--- src/rtl/i2c_tgt_pkg.sv ---
package i2c_tgt_pkg;

  localparam logic [7:0] CODE_NONE     = 8'hF8;
  localparam logic [7:0] CODE_BUSERR   = 8'h00;
  localparam logic [7:0] CODE_ADDR_RD  = 8'hA8;
  localparam logic [7:0] CODE_ARB_RD   = 8'hB0;
  localparam logic [7:0] CODE_DATA_ACK = 8'hB8;
  localparam logic [7:0] CODE_DATA_NAK = 8'hC0;
  localparam logic [7:0] CODE_LAST_ACK = 8'hC8;

  typedef enum logic [2:0] {
    S_IDLE,
    S_ADDR,
    S_AACK,
    S_TX,
    S_TACK,
    S_HOLD,
    S_ERR
  } tgt_state_e;

  typedef struct packed {
    logic scl_rise;
    logic scl_fall;
    logic start;
    logic stop;
    logic sda_lvl;
    logic scl_lvl;
  } bus_ev_t;

endpackage

--- src/rtl/i2c_tgt_line_mon.sv ---
module i2c_tgt_line_mon
  import i2c_tgt_pkg::*;
#(
  parameter int SYNC_STAGES = 2
) (
  input  logic    clk_i,
  input  logic    rst_ni,
  input  logic    scl_i,
  input  logic    sda_i,
  output bus_ev_t ev_o
);

  logic [SYNC_STAGES-1:0] scl_ff, sda_ff;
  logic [SYNC_STAGES:0]   scl_cat, sda_cat;
  logic                   scl_p, sda_p, scl_s, sda_s;

  assign scl_cat = {scl_ff, scl_i};
  assign sda_cat = {sda_ff, sda_i};
  assign scl_s   = scl_ff[SYNC_STAGES-1];
  assign sda_s   = sda_ff[SYNC_STAGES-1];

  // idle bus is high on both lines
  always_ff @(posedge clk_i or negedge rst_ni) begin
    if (!rst_ni) begin
      scl_ff <= '1;
      sda_ff <= '1;
      scl_p  <= 1'b1;
      sda_p  <= 1'b1;
    end else begin
      scl_ff <= scl_cat[SYNC_STAGES-1:0];
      sda_ff <= sda_cat[SYNC_STAGES-1:0];
      scl_p  <= scl_s;
      sda_p  <= sda_s;
    end
  end

  always_comb begin
    ev_o.scl_rise = scl_s & ~scl_p;
    ev_o.scl_fall = ~scl_s & scl_p;
    ev_o.start    = scl_s & scl_p & sda_p & ~sda_s;
    ev_o.stop     = scl_s & scl_p & ~sda_p & sda_s;
    ev_o.sda_lvl  = sda_s;
    ev_o.scl_lvl  = scl_s;
  end

endmodule

--- src/rtl/i2c_tgt_byte_shift.sv ---
module i2c_tgt_byte_shift #(
  parameter int W  = 8,
  parameter int CW = $clog2(W + 1)
) (
  input  logic          clk_i,
  input  logic          rst_ni,
  input  logic          load_i,
  input  logic [W-1:0]  load_val_i,
  input  logic          rx_i,
  input  logic          tx_i,
  input  logic          bit_i,
  input  logic          cnt_clr_i,
  input  logic          cnt_inc_i,
  output logic [W-1:0]  sr_o,
  output logic [CW-1:0] cnt_o
);

  logic [W-1:0]  sr_d;
  logic [CW-1:0] cnt_d;

  always_comb begin
    sr_d = sr_o;
    if (load_i)      sr_d = load_val_i;
    else if (rx_i)   sr_d = {sr_o[W-2:0], bit_i};
    else if (tx_i)   sr_d = {sr_o[W-2:0], 1'b1};
    cnt_d = cnt_o;
    if (cnt_clr_i)      cnt_d = '0;
    else if (cnt_inc_i) cnt_d = cnt_o + 1'b1;
  end

  always_ff @(posedge clk_i or negedge rst_ni) begin
    if (!rst_ni) begin
      sr_o  <= '1;
      cnt_o <= '0;
    end else begin
      if (load_i || rx_i || tx_i)   sr_o  <= sr_d;
      if (cnt_clr_i || cnt_inc_i)   cnt_o <= cnt_d;
    end
  end

endmodule

--- src/rtl/i2c_tgt_ctrl.sv ---
module i2c_tgt_ctrl
  import i2c_tgt_pkg::*;
#(
  parameter int W  = 8,
  parameter int CW = $clog2(W + 1)
) (
  input  logic          clk_i,
  input  logic          rst_ni,
  input  bus_ev_t       ev_i,
  input  logic [W-1:0]  sr_i,
  input  logic [CW-1:0] cnt_i,
  input  logic [W-2:0]  own_addr_i,
  input  logic          tx_msb_i,
  input  logic          aa_i,
  input  logic          host_wr_i,
  input  logic          host_si_clr_i,
  input  logic          host_sto_i,
  input  logic          arb_lost_i,
  output logic          load_o,
  output logic          rx_o,
  output logic          tx_o,
  output logic          cnt_clr_o,
  output logic          cnt_inc_o,
  output logic          si_o,
  output logic [7:0]    status_o,
  output logic          sda_oe_o
);

  localparam logic [CW-1:0] FULL = CW'(W);
  localparam logic [CW-1:0] LAST = CW'(W - 1);

  tgt_state_e st_q, st_d;
  logic       si_d, sda_d, last_q, last_d, ack_q, ack_d, arb_q, arb_d;
  logic [7:0] status_d;
  logic       bus_evt, addr_hit, clr_req;

  assign bus_evt  = ev_i.start | ev_i.stop;
  assign addr_hit = (sr_i[W-1:1] == own_addr_i) & sr_i[0];
  assign clr_req  = host_wr_i & host_si_clr_i;

  always_comb begin
    st_d      = st_q;
    si_d      = si_o;
    status_d  = status_o;
    sda_d     = sda_oe_o;
    last_d    = last_q;
    ack_d     = ack_q;
    arb_d     = arb_q | arb_lost_i;
    load_o    = 1'b0;
    rx_o      = 1'b0;
    tx_o      = 1'b0;
    cnt_clr_o = 1'b0;
    cnt_inc_o = 1'b0;
    case (st_q)
      S_IDLE: if (ev_i.start) begin
        st_d      = S_ADDR;
        cnt_clr_o = 1'b1;
      end
      S_ADDR: begin
        if (bus_evt && cnt_i != '0) begin
          st_d = S_ERR; si_d = 1'b1; status_d = CODE_BUSERR; sda_d = 1'b0;
        end else if (ev_i.start) begin
          cnt_clr_o = 1'b1;
        end else if (ev_i.stop) begin
          st_d = S_IDLE;
        end else if (ev_i.scl_rise && cnt_i != FULL) begin
          rx_o = 1'b1; cnt_inc_o = 1'b1;
        end else if (ev_i.scl_fall && cnt_i == FULL) begin
          if (addr_hit) begin
            st_d = S_AACK; sda_d = 1'b1;
          end else begin
            st_d = S_IDLE; arb_d = arb_lost_i;
          end
        end
      end
      S_AACK: begin
        if (bus_evt) begin
          st_d = S_ERR; si_d = 1'b1; status_d = CODE_BUSERR; sda_d = 1'b0;
        end else if (ev_i.scl_fall) begin
          st_d     = S_HOLD;
          si_d     = 1'b1;
          status_d = arb_q ? CODE_ARB_RD : CODE_ADDR_RD;
          arb_d    = arb_lost_i;
          sda_d    = 1'b0;
        end
      end
      S_TX: begin
        if (bus_evt) begin
          st_d = S_ERR; si_d = 1'b1; status_d = CODE_BUSERR; sda_d = 1'b0;
        end else if (ev_i.scl_fall) begin
          cnt_inc_o = 1'b1;
          if (cnt_i == LAST) begin
            st_d = S_TACK; sda_d = 1'b0;
          end else begin
            tx_o = 1'b1; sda_d = ~sr_i[W-2];
          end
        end
      end
      S_TACK: begin
        if (bus_evt) begin
          st_d = S_ERR; si_d = 1'b1; status_d = CODE_BUSERR; sda_d = 1'b0;
        end else if (ev_i.scl_rise) begin
          ack_d = ~ev_i.sda_lvl;
        end else if (ev_i.scl_fall) begin
          st_d = S_HOLD;
          si_d = 1'b1;
          if (!ack_q)     status_d = CODE_DATA_NAK;
          else if (last_q) status_d = CODE_LAST_ACK;
          else             status_d = CODE_DATA_ACK;
        end
      end
      S_HOLD: if (clr_req) begin
        si_d     = 1'b0;
        status_d = CODE_NONE;
        if (status_o inside {CODE_ADDR_RD, CODE_ARB_RD, CODE_DATA_ACK}) begin
          st_d      = S_TX;
          load_o    = 1'b1;
          cnt_clr_o = 1'b1;
          sda_d     = ~tx_msb_i;
          last_d    = ~aa_i;
        end else begin
          st_d = S_IDLE;
        end
      end
      S_ERR: if (clr_req && host_sto_i) begin
        st_d = S_IDLE; si_d = 1'b0; status_d = CODE_NONE; sda_d = 1'b0;
      end
      default: st_d = S_IDLE;
    endcase
  end

  always_ff @(posedge clk_i or negedge rst_ni) begin
    if (!rst_ni) begin
      st_q     <= S_IDLE;
      si_o     <= 1'b0;
      status_o <= CODE_NONE;
      sda_oe_o <= 1'b0;
      last_q   <= 1'b0;
      ack_q    <= 1'b0;
      arb_q    <= 1'b0;
    end else begin
      st_q     <= st_d;
      si_o     <= si_d;
      status_o <= status_d;
      sda_oe_o <= sda_d;
      last_q   <= last_d;
      ack_q    <= ack_d;
      arb_q    <= arb_d;
    end
  end

  // idle code whenever the flag is down
  a_r2_code_when_clear: assert property (@(posedge clk_i) disable iff (!rst_ni)
    !si_o |-> status_o == CODE_NONE);

  // flag (and thus the SCL hold) persists until a clear write
  a_r10_flag_holds: assert property (@(posedge clk_i) disable iff (!rst_ni)
    (si_o && !clr_req) |=> si_o);

  // SDA drive changes only while SCL is low, bus-error entry aside
  a_r6_sda_moves_low: assert property (@(posedge clk_i) disable iff (!rst_ni)
    !$stable(sda_oe_o) |-> (!ev_i.scl_lvl || st_q == S_ERR));

  // bus-error entry needs a START or STOP
  a_r11_err_cause: assert property (@(posedge clk_i) disable iff (!rst_ni)
    (st_q == S_ERR && !$stable(st_q)) |-> $past(bus_evt));

  // bus-error state is left only with the stop request
  a_r12_err_sticky: assert property (@(posedge clk_i) disable iff (!rst_ni)
    (st_q == S_ERR && !(clr_req && host_sto_i)) |=> (st_q == S_ERR && si_o));

  // acknowledge only for a matching read address
  a_r4_ack_on_hit: assert property (@(posedge clk_i) disable iff (!rst_ni)
    (st_q == S_AACK && $rose(sda_oe_o)) |-> $past(addr_hit));

endmodule

--- src/rtl/i2c_tgt_tx_status.sv ---
module i2c_tgt_tx_status
  import i2c_tgt_pkg::*;
#(
  parameter int DATA_W      = 8,
  parameter int SYNC_STAGES = 2
) (
  input  logic              clk_i,
  input  logic              rst_ni,
  input  logic              scl_i,
  input  logic              sda_i,
  output logic              scl_oe_o,
  output logic              sda_oe_o,
  input  logic [DATA_W-2:0] own_addr_i,
  input  logic [DATA_W-1:0] tx_data_i,
  input  logic              aa_i,
  input  logic              host_wr_i,
  input  logic              host_si_clr_i,
  input  logic              host_sto_i,
  input  logic              arb_lost_i,
  output logic              si_o,
  output logic [7:0]        status_o
);

  localparam int CW = $clog2(DATA_W + 1);

  logic [1:0]        rst_sync_q;
  logic              rst_n_int;
  bus_ev_t           ev;
  logic [DATA_W-1:0] sr;
  logic [CW-1:0]     cnt;
  logic              load, rx, tx, cnt_clr, cnt_inc;

  // asynchronous assert, synchronous release
  always_ff @(posedge clk_i or negedge rst_ni) begin
    if (!rst_ni) rst_sync_q <= '0;
    else         rst_sync_q <= {rst_sync_q[0], 1'b1};
  end
  assign rst_n_int = rst_sync_q[1];

  i2c_tgt_line_mon #(.SYNC_STAGES(SYNC_STAGES)) u_mon (
    .clk_i  (clk_i),
    .rst_ni (rst_n_int),
    .scl_i  (scl_i),
    .sda_i  (sda_i),
    .ev_o   (ev)
  );

  i2c_tgt_byte_shift #(.W(DATA_W), .CW(CW)) u_shift (
    .clk_i      (clk_i),
    .rst_ni     (rst_n_int),
    .load_i     (load),
    .load_val_i (tx_data_i),
    .rx_i       (rx),
    .tx_i       (tx),
    .bit_i      (ev.sda_lvl),
    .cnt_clr_i  (cnt_clr),
    .cnt_inc_i  (cnt_inc),
    .sr_o       (sr),
    .cnt_o      (cnt)
  );

  i2c_tgt_ctrl #(.W(DATA_W), .CW(CW)) u_ctrl (
    .clk_i         (clk_i),
    .rst_ni        (rst_n_int),
    .ev_i          (ev),
    .sr_i          (sr),
    .cnt_i         (cnt),
    .own_addr_i    (own_addr_i),
    .tx_msb_i      (tx_data_i[DATA_W-1]),
    .aa_i          (aa_i),
    .host_wr_i     (host_wr_i),
    .host_si_clr_i (host_si_clr_i),
    .host_sto_i    (host_sto_i),
    .arb_lost_i    (arb_lost_i),
    .load_o        (load),
    .rx_o          (rx),
    .tx_o          (tx),
    .cnt_clr_o     (cnt_clr),
    .cnt_inc_o     (cnt_inc),
    .si_o          (si_o),
    .status_o      (status_o),
    .sda_oe_o      (sda_oe_o)
  );

  // stretching follows the interrupt flag
  assign scl_oe_o = si_o;

endmodule

--- config.mk ---
export PLATFORM = sky130hd
export DESIGN_NAME = i2c_tgt_tx_status
export DESIGN_NICKNAME = d
export VERILOG_FILES = /design/src/rtl/i2c_tgt_pkg.sv /design/src/rtl/i2c_tgt_line_mon.sv /design/src/rtl/i2c_tgt_byte_shift.sv /design/src/rtl/i2c_tgt_ctrl.sv /design/src/rtl/i2c_tgt_tx_status.sv
export SDC_FILE = /design/constraint.sdc
export NUM_CORES = 1
export LEC_CHECK = 0
export ABC_AREA = 1
export CAP_MARGIN = 10
export CORE_MARGIN = 5
export CORE_UTILIZATION = 50
export CTS_CLUSTER_SIZE = 8
export DETAILED_ROUTE_END_ITERATION = 8
export GPL_TIMING_DRIVEN = 0
export PLACE_DENSITY_LB_ADDON = 0.1
export SKIP_LAST_GASP = 1
export SLEW_MARGIN = 20
export SYNTH_ARGS = -nofsm -noshare
export SYNTH_HDL_FRONTEND = slang
export SYNTH_HIERARCHICAL = 1
export SYNTH_SLANG_ARGS = --single-unit
--- constraint.sdc ---
create_clock -name clk_i -period 1.66 [get_ports clk_i]
set_input_delay 0.249 -clock clk_i [delete_from_list [all_inputs] [get_ports clk_i]]
set_output_delay 0.249 -clock clk_i [all_outputs]
set_load 0.02 [all_outputs]
# Yosys cells after proc, flatten, opt, wreduce, memory -nomap -nowiden
# Cells that the tools add are included.
[word_totals] output_inout_bits=11 regBits=36
[op_classes] reduce_logical=21 bitwise_logic=19 addsub=1 n_mux=87 eq_ne=32
[op_table] op="8-bit 2-to-1 mux" count=13
[op_table] op="8-bit one-hot mux with 6 select lines" count=1
[op_table] op="1-bit 2-to-1 mux" count=46
[op_table] op="3-bit 2-to-1 mux" count=15
[op_table] op="8-bit equality test (second input constant)" count=3
[op_table] op="3-bit one-hot mux with 7 select lines" count=1
[op_table] op="3-bit by 1-bit inequality test with 1-bit output (second input constant)" count=6
[op_table] op="2-bit by 1-bit inequality test with 1-bit output (second input constant)" count=7
[op_table] op="1-bit one-hot mux with 6 select lines" count=2
[op_table] op="12-bit AND reduction" count=1
[op_table] op="1-bit AND" count=9
[op_table] op="3-bit equality test (second input constant)" count=3
[op_table] op="3-bit inequality test (second input constant)" count=3
[op_table] op="9-bit AND reduction" count=1
[op_table] op="4-bit 2-to-1 mux" count=2
[op_table] op="1-bit inverter" count=8
[op_table] op="8-bit AND reduction" count=1
[op_table] op="7-bit equality test" count=1
[op_table] op="7-bit 2-to-1 mux" count=1
[op_table] op="3-bit by 2-bit equality test with 1-bit output (second input constant)" count=2
[op_table] op="3-bit AND reduction" count=2
[op_table] op="6-bit AND reduction" count=1
[op_table] op="3-bit nonzero test" count=2
[op_table] op="6-bit nonzero test" count=1
[op_table] op="other kinds (19)" count=28

# Logic depth before layout (Yosys ltp)
# Gate-level depths: netlist of the first run.
[depth] word_depth=11 ltp_mapped=15 depth_no_buf=15

# Cells and area by module
# The synthesis of the first run kept the hierarchy.
[modules_own_cells] mod="i2c_tgt_ctrl" n_inst=1 area_per_inst_um2=1263.7 cells_each=208 seq_area_each_um2=331.6
[modules_own_cells] mod="i2c_tgt_byte_shift" n_inst=1 area_per_inst_um2=654.4 cells_each=71 seq_area_each_um2=310.3
[modules_own_cells] mod="i2c_tgt_line_mon" n_inst=1 area_per_inst_um2=214.0 cells_each=19 seq_area_each_um2=157.7
[modules_own_cells] mod="i2c_tgt_tx_status" n_inst=1 area_per_inst_um2=61.3 cells_each=4 seq_area_each_um2=50.0

# Worst setup path before layout of the first run
# Ideal clock, no wire load.
[synth_path] path_type="reg2reg" from="register u_mon.scl_ff[1]" to="register u_shift.cnt_o[3]" slack_ns=-0.270 stages_incl_launch_ff=14 arrival_ns=1.811 synth_period_minus_slack_ns=1.930 path_buffers=0 path_cell_list="dfstp_2 > nand2_1 > nor2_1 > nor2_4 > inv_2 > nand2_1 > nand2_1 > inv_1 > o21ai_0 > nand2_1 > nor2_1 > nor2_1 > a21oi_1 > nor2_1"
[synth_rtl] item="from (decl)" line="i2c_tgt_line_mon.sv:13" source="logic [SYNC_STAGES-1:0] scl_ff, sda_ff;"
[synth_rtl] item="from (signal assigned)" line="i2c_tgt_line_mon.sv:30" source="scl_ff <= scl_cat[SYNC_STAGES-1:0];"
[synth_rtl] item="to (signal assigned)" line="i2c_tgt_byte_shift.sv:37" source="if (cnt_clr_i || cnt_inc_i) cnt_o <= cnt_d;"
[synth_rtl] item="to (decl)" line="i2c_tgt_byte_shift.sv:15" source="output logic [CW-1:0] cnt_o"

==> metrics.cfg, run 1 <==
[sta]
setup_viol = 22
slew_violations = 0
rsz0062_at_grt = yes
min_period_ps = 1806
hold_ws_ps = 118.9
layout_setup_ws_ps = -145.6
period_share = 1.088
finalHoldViolCount = 0
max_slew_margin = 0.5594
clock_skew_ps = 12.05
fin_tns_setup_ps = -1907
fmax_ghz = 0.5538
worstMarginPinSlew_ps = 660.9

[setup_path]
crit_fanout = 6
required_ps = 1840
start_kind = flip-flop
path_cells = nand2_4, nor2_4, nor2_4, inv_4, nand2_4, nand2_4, inv_4, o21ai_2, nand2_2, nor2_2, nor2_2, a21oi_1, nor2_1
arrival_ps = 1980
cp-end-kind = flip-flop
crit_path_frequent_cell = nand2_4
criticalPathCategory = flip-flop to flip-flop
crit_path_max_incr_delay_ps = 570
slowest_stage = dfstp_2

[drt]
drt-total-wl_mm = 5.097
drt-pass1-iter-count = 4
vias_per_cell = 5.049
drtIter0Drc = 162
drcViolationCount = 0
ant_nets = 0
drt-wirelength-per-cell_um = 12.49
vias = 2060

[cts]
clk_latency_ps = 290
cts_buffers = 5
cts_sinks = 33
cts_htree_levels = 2
clk_path_buf_depth = 2
cts_root_buffer = clkbuf_8
cts_tree = built
clk_pin_slew_ps = 70

[global_routing]
grt_pass1_vias = 2022
antenna_found_initial = 0
grt_start_max_net_pins = 32
grt_pass1_wl_mm = 8.852
grt_util_all_layers = 0.1864
grt_overflow = 0

[place]
port_buffers = 31
place_hpwl_mm = 3.629
gp_congestion = 0.8655
dpl.cell_count = 386

[floorplan]
die_y_um = 76.12
dieArea_sq_um = 5794
top_level_ports = 35
fp.coreArea_sq_um = 4294
die_w_um = 76.12
start_util = 0.5090
rows = 24

[final_layout]
stdcell_count = 408
fillers = 360
num-nets-final = 380
fin_util = 0.6914
area_growth_pct = 35.83
num_antenna_cells = 0
layout-drive-gt1-share = 0.3371

[status]
run_status = finished with violations
violations = setup timing

[pwr]
power_density_nw_per_um2 = 1498
irDropWorstVdd_mv = 0.7241
p_leak_nw = 1.463
p_total_w = 0.004448

[yosys]
syn-cell-area_sq_um = 2186
avgSynthCellArea_sq_um = 7.262
yosys_warnings = 6
synthCells = 301

[worst_hold_path]
hp-class = input pin to asynchronous set/reset pin

[flow_run]
max_cap_violations = 0

## metal layers
| layer | share of wire | track usage | vias up |
|---|---|---|---|
| met3 | 0.050 | 0.05674 | 12 |
| met5 | 0 | 0 | - |
| met1 | 0.45 | 0.2321 | 949 |
| met2 | 0.48 | 0.3039 | 50 |
| li1 | - | - | 1049 |
| met4 | 0.024 | 0.06643 | 0 |
## power breakdown
group	internal [W]	leakage, nW	total [W]	switching [W]
Clock	0.000488	0.0574	0.000792	0.000304
Combinational	0.000936	1.04	0.00231	0.00137
Sequential	0.00114	0.371	0.00135	0.000210
Total	0.00256	1.46	0.00445	0.00189
## what timing repair did
action / CTS / global route
hold buffers: 0 / 0
gates cloned: 2 / 0
pin swaps: 18 / 6
buffers inserted: 12 / 0
setup endpoints to repair: 27 / 24
gates resized for setup: 25 / 11
## registers in the layout, indices dropped and copies added, names as in the netlist, 2 cells and up
signal / flops
u_ctrl/status_o: 5
u_mon/scl_ff: 2
rst_sync_q: 2
u_ctrl/st_q: 3
u_shift/cnt_o: 4
u_shift/sr_o: 8
u_mon/sda_ff: 2
## final timing paths
check / start / cells past startpoint / slack (ps) / to
max in group asynchronous: rst_sync_q[1]$_DFF_PN0_ / 0 / 920 / u_ctrl/arb_q$_DFF_PN0_
setup / recovery: u_mon/scl_p$_DFF_PN1_ / 13 / -150 / u_shift/cnt_o[3]$_DFFE_PN0P_
min in group clk_i: rst_sync_q[0]$_DFF_PN0_ / 0 / 350 / rst_sync_q[1]$_DFF_PN0_
setup reg to reg: u_mon/scl_p$_DFF_PN1_ / 13 / -150 / u_shift/cnt_o[3]$_DFFE_PN0P_
hold reg to reg: rst_sync_q[1]$_DFF_PN0_ / 0 / 300 / u_shift/cnt_o[3]$_DFFE_PN0P_
hold / removal: rst_ni / 1 / 120 / rst_sync_q[1]$_DFF_PN0_
## worst max-delay path, delay by kind of cell, from the launching register on
family          cells  cell delay (ps)
buf+inv             2              120
flops               1              570
simple gates        9              730
compound gates      2              250
## stage by stage
stage	area [sq um]	worst slack [ps]
final	2969	-145.6
after CTS	2924	-140.1
after global placement	2610	-326.4
after global routing	2969	-263.5
after floorplan	2235	-53.98
after detailed placement	2611	-359.5
## cell usage in the layout, fill, tap and decap left out, types with 2 or more instances in the layout
master / count
o211ai_2: 5
o21ai_2: 8
nor2_1: 25
dfrtp_1: 13
nand2_1: 69
nand3_1: 11
a21oi_1: 5
nor3_1: 2
o21ai_1: 9
o21ai_0: 9
o211ai_1: 2
dfstp_2: 19
inv_4: 3
buf_4: 16
o21a_1: 3
clkbuf_8: 6
nor3_2: 2
nand2_2: 13
nor2_2: 8
nand4_1: 4
dlygate4sd2_1: 5
a211oi_1: 2
buf_6: 4
inv_1: 41
nand3b_1: 2
nand2_4: 5
conb_1: 4
nor2_4: 9
clkdlybuf4s50_1: 25
nand3_2: 4
inv_2: 9
## final cells by class
class / instances / area, sq um / area share
clock inverter: 2 / 37.54 / 0.01264
timing repair buffer: 44 / 432.9 / 0.1458
multi-input combinational: 209 / 1207 / 0.4067
tap: 52 / 65.06 / 0.02191
clock buffer: 6 / 82.58 / 0.02781
sequential: 33 / 850.8 / 0.2866
inverter: 53 / 206.4 / 0.06953
buffer: 9 / 86.33 / 0.02908
Power figures use the tool's default switching activity.
==> run 2: changes to the inputs <==
CORE_ASPECT_RATIO = 1.75   (was not set)
CORE_MARGIN = 3   (was 5)
==> metrics.cfg, run 2 (synthesis gave the netlist of run 1 again) <==
[cts]
cts_sinks = 33  ; unchanged
cts_htree_levels = 2  ; unchanged
cts_buffers = 5  ; unchanged
clk_pin_slew_ps = 70  ; about the same
cts_root_buffer = clkbuf_8  ; unchanged
cts_tree = built  ; unchanged
clk_latency_ps = 290  ; about the same
clk_path_buf_depth = 2  ; unchanged

[final_layout]
reg_top3 = u_shift/sr_o (8), u_ctrl/status_o (5), u_shift/cnt_o (4)  ; unchanged
multi_input_area_sq_um = 1285  ; was 1207 sq um
fin_util = 0.7354  ; was 0.6914
layout-drive-gt1-share = 0.4027  ; was 0.3371
largest_reg_flops = 8  ; unchanged
regMostFlops = u_shift/sr_o  ; unchanged
fillers = 323  ; was 360
area_growth_pct = 40.93  ; was 35.83%
num_antenna_cells = 0  ; unchanged
final_common_cell = nand2_1  ; unchanged
final_cell_mix = nand2_1 (63), inv_1 (41), clkdlybuf4s50_1 (25)  ; was nand2_1 (69), inv_1 (41), clkdlybuf4s50_1 (25), nor2_1 (25), dfstp_2 (19)
seq_area_sq_um = 852.1  ; was 850.8 sq um
num-nets-final = 389  ; was 380

[drt]
drtIter0Drc = 103  ; was 162
vias_per_cell = 5.329  ; was 5.049
ant_nets = 0  ; unchanged
drt-pass1-iter-count = 4  ; unchanged
drt-total-wl_mm = 5.968  ; was 5.097 mm
drt-wirelength-per-cell_um = 14.42  ; was 12.49 um
drcViolationCount = 0  ; unchanged
vias = 2206  ; was 2060

[pwr]
irDropWorstVdd_mv = 1.080  ; was 0.7241 mV
switchingPower_w = 0.002097  ; was 0.001885 W
p_leak_nw = 1.504  ; was 1.463 nW
switching_share = 0.4643  ; was 0.4239
p_int_w = 0.002420  ; was 0.002562 W
clkPwrFrac = 0.131  ; was 0.178
pwr-share-comb = 0.564  ; was 0.519
p_seq_frac = 0.304  ; was 0.303
power_density_nw_per_um2 = 1466  ; was 1498 nW/um^2
p_total_w = 0.004517  ; was 0.004448 W

[place]
place_hpwl_mm = 3.793  ; was 3.629 mm
gp_congestion = 0.9006  ; was 0.8655
port_buffers = 31  ; unchanged

[status]
violations = setup timing  ; unchanged
run_status = finished with violations  ; unchanged

[sta]
layout_setup_ws_ps = -178.5  ; was -145.6 ps
hold_ws_ps = 115.5  ; was 118.9 ps
clock_skew_ps = 3.563  ; was 12.05 ps
rsz0062_at_grt = yes  ; unchanged
finalHoldViolCount = 0  ; unchanged
period_share = 1.108  ; was 1.088
setup_viol = 24  ; was 22
min_period_ps = 1838  ; was 1806 ps
worstMarginPinSlew_ps = 689.3  ; was 660.9 ps
max_slew_margin = 0.5405  ; was 0.5594
fmax_ghz = 0.5439  ; was 0.5538 GHz
slew_violations = 0  ; unchanged

[floorplan]
start_util = 0.5218  ; was 0.5090
dieArea_sq_um = 5232  ; was 5794 sq um
fp.coreArea_sq_um = 4189  ; was 4294 sq um
die_y_um = 93.47  ; was 76.12 um
top_level_ports = 35  ; unchanged
die_w_um = 55.98  ; was 76.12 um
rows = 31  ; was 24

[flow_run]
max_cap_violations = 0  ; unchanged

[setup_path]
startpoint = u_mon/sda_ff[1]$_DFF_PN1_  ; was u_mon/scl_p$_DFF_PN1_
criticalPathCategory = flip-flop to flip-flop  ; unchanged
path_cells = inv_2, nand2_2, nor2_4, nor2_4, nand2_2, nor3_2, inv_1, nand2_2, buf_8, o211ai_2, o21ai_2  ; was nand2_4, nor2_4, nor2_4, inv_4, nand2_4, nand2_4, inv_4, o21ai_2, nand2_2, nor2_2, nor2_2, a21oi_1, nor2_1
crit_path_max_incr_delay_ps = 570  ; about the same
r2r_start = u_mon/sda_ff[1]$_DFF_PN1_  ; was u_mon/scl_p$_DFF_PN1_
required_ps = 1890  ; was 1840 ps
slowest_stage = dfstp_2  ; unchanged
crit_buf_inv = 3  ; was 2
crit_fanout = 10  ; was 6
path_delay_family = simple AND/OR/NAND/NOR gates  ; unchanged
crit_path_frequent_cell = nand2_2  ; was nand2_4
cp-end-kind = flip-flop  ; unchanged
arrival_ps = 2060  ; was 1980 ps
start_kind = flip-flop  ; unchanged

[global_routing]
grt_start_max_net_pins = 32  ; unchanged
antenna_found_initial = 0  ; unchanged
grt_pass1_vias = 2125  ; was 2022
grt_util_all_layers = 0.2204  ; was 0.1864
grt_overflow = 0  ; unchanged
grt_pass1_wl_mm = 9.052  ; was 8.852 mm

[worst_hold_path]
hp-class = input pin to asynchronous set/reset pin  ; unchanged

==> run 2: cell types whose count changed in the layout (fill, tap and decap cells not counted), sizes merged <==
cell,before,now
buf,21,30
clkinv,0,2
bufbuf,1,0
dlymetal6s2s,1,0
dlygate4sd2,5,6
bufinv,1,0
==> run 2: power by group through the flow <==
stage               Combinational (W)  Sequential, W  Clock [W]
CTS                           0.00218        0.00136   0.000610
global route                  0.00279        0.00141   0.000643
finish                        0.00255        0.00138   0.000592
detailed placement            0.00202        0.00137          0
floorplan                     0.00147        0.00139          0
global placement              0.00198        0.00136          0
==> run 2: worst paths after layout <==
| kind | end | slack [ps] | depth (start not counted) |
|---|---|---|---|
| worst max-delay path | u_shift/sr_o[4]$_DFFE_PN1P_ | -180 | 11 |
| worst min-delay path | rst_sync_q[1]$_DFF_PN0_ | 120 | 1 |
| worst max register to register | u_shift/sr_o[4]$_DFFE_PN1P_ | -180 | 11 |
| worst min register to register | u_ctrl/last_q$_DFFE_PN0P_ | 320 | 0 |
| max in group asynchronous | u_ctrl/st_q[0]$_DFFE_PN0P_ | 860 | 0 |
| min in group clk_i | rst_sync_q[1]$_DFF_PN0_ | 360 | 0 |
==> run 2: final cells by class <==
| class | instances | share of cell area |
|---|---|---|
| clock buffer | 5 | 0.02234 |
| timing repair buffer | 53 | 0.1613 |
| sequential | 33 | 0.2766 |
| inverter | 53 | 0.06783 |
| buffer | 9 | 0.02924 |
| multi-input combinational | 209 | 0.4171 |
| clock inverter | 3 | 0.005686 |
| tap | 49 | 0.01990 |
==> run 2: timing repair <==
item,in CTS,in global routing
gates resized for setup,26,37
hold buffers,0,0
pin swaps,19,20
setup buffers,11,10
gates cloned,1,1
endpoints found under the setup margin,29,24
==> run 2: routing by layer <==
layer	vias to the layer above	wire (um)	global-route usage
met3	28	328	0.04144
met4	0	280	0.1386
met1	1025	2143	0.2123
li1	1066	-	-
met5	-	0	0
met2	87	3215	0.4160
==> run 2: stage by stage <==
step / setup TNS, ps / setup slack, ps / std cells / area (sq um)
2_1_floorplan: -53.98 / -53.98 / 303 / 2235
3_3_place_gp: -4340 / -358.2 / 383 / 2606
3_5_place_dp: -4470 / -362.5 / 383 / 2608
4_1_cts: -1031 / -100.5 / 403 / 2840
5_1_grt: -4991 / -300.3 / 414 / 3080
6_report: -2852 / -178.5 / 414 / 3080
==> run 2: worst reg2reg max path: stages (launching register included) <==
cell	delay, ps
dfstp_2	570
inv_2	40
nand2_2	70
nor2_4	50
nor2_4	170
nand2_2	140
nor3_2	210
inv_1	90
nand2_2	130
buf_8	160
o211ai_2	100
o21ai_2	60
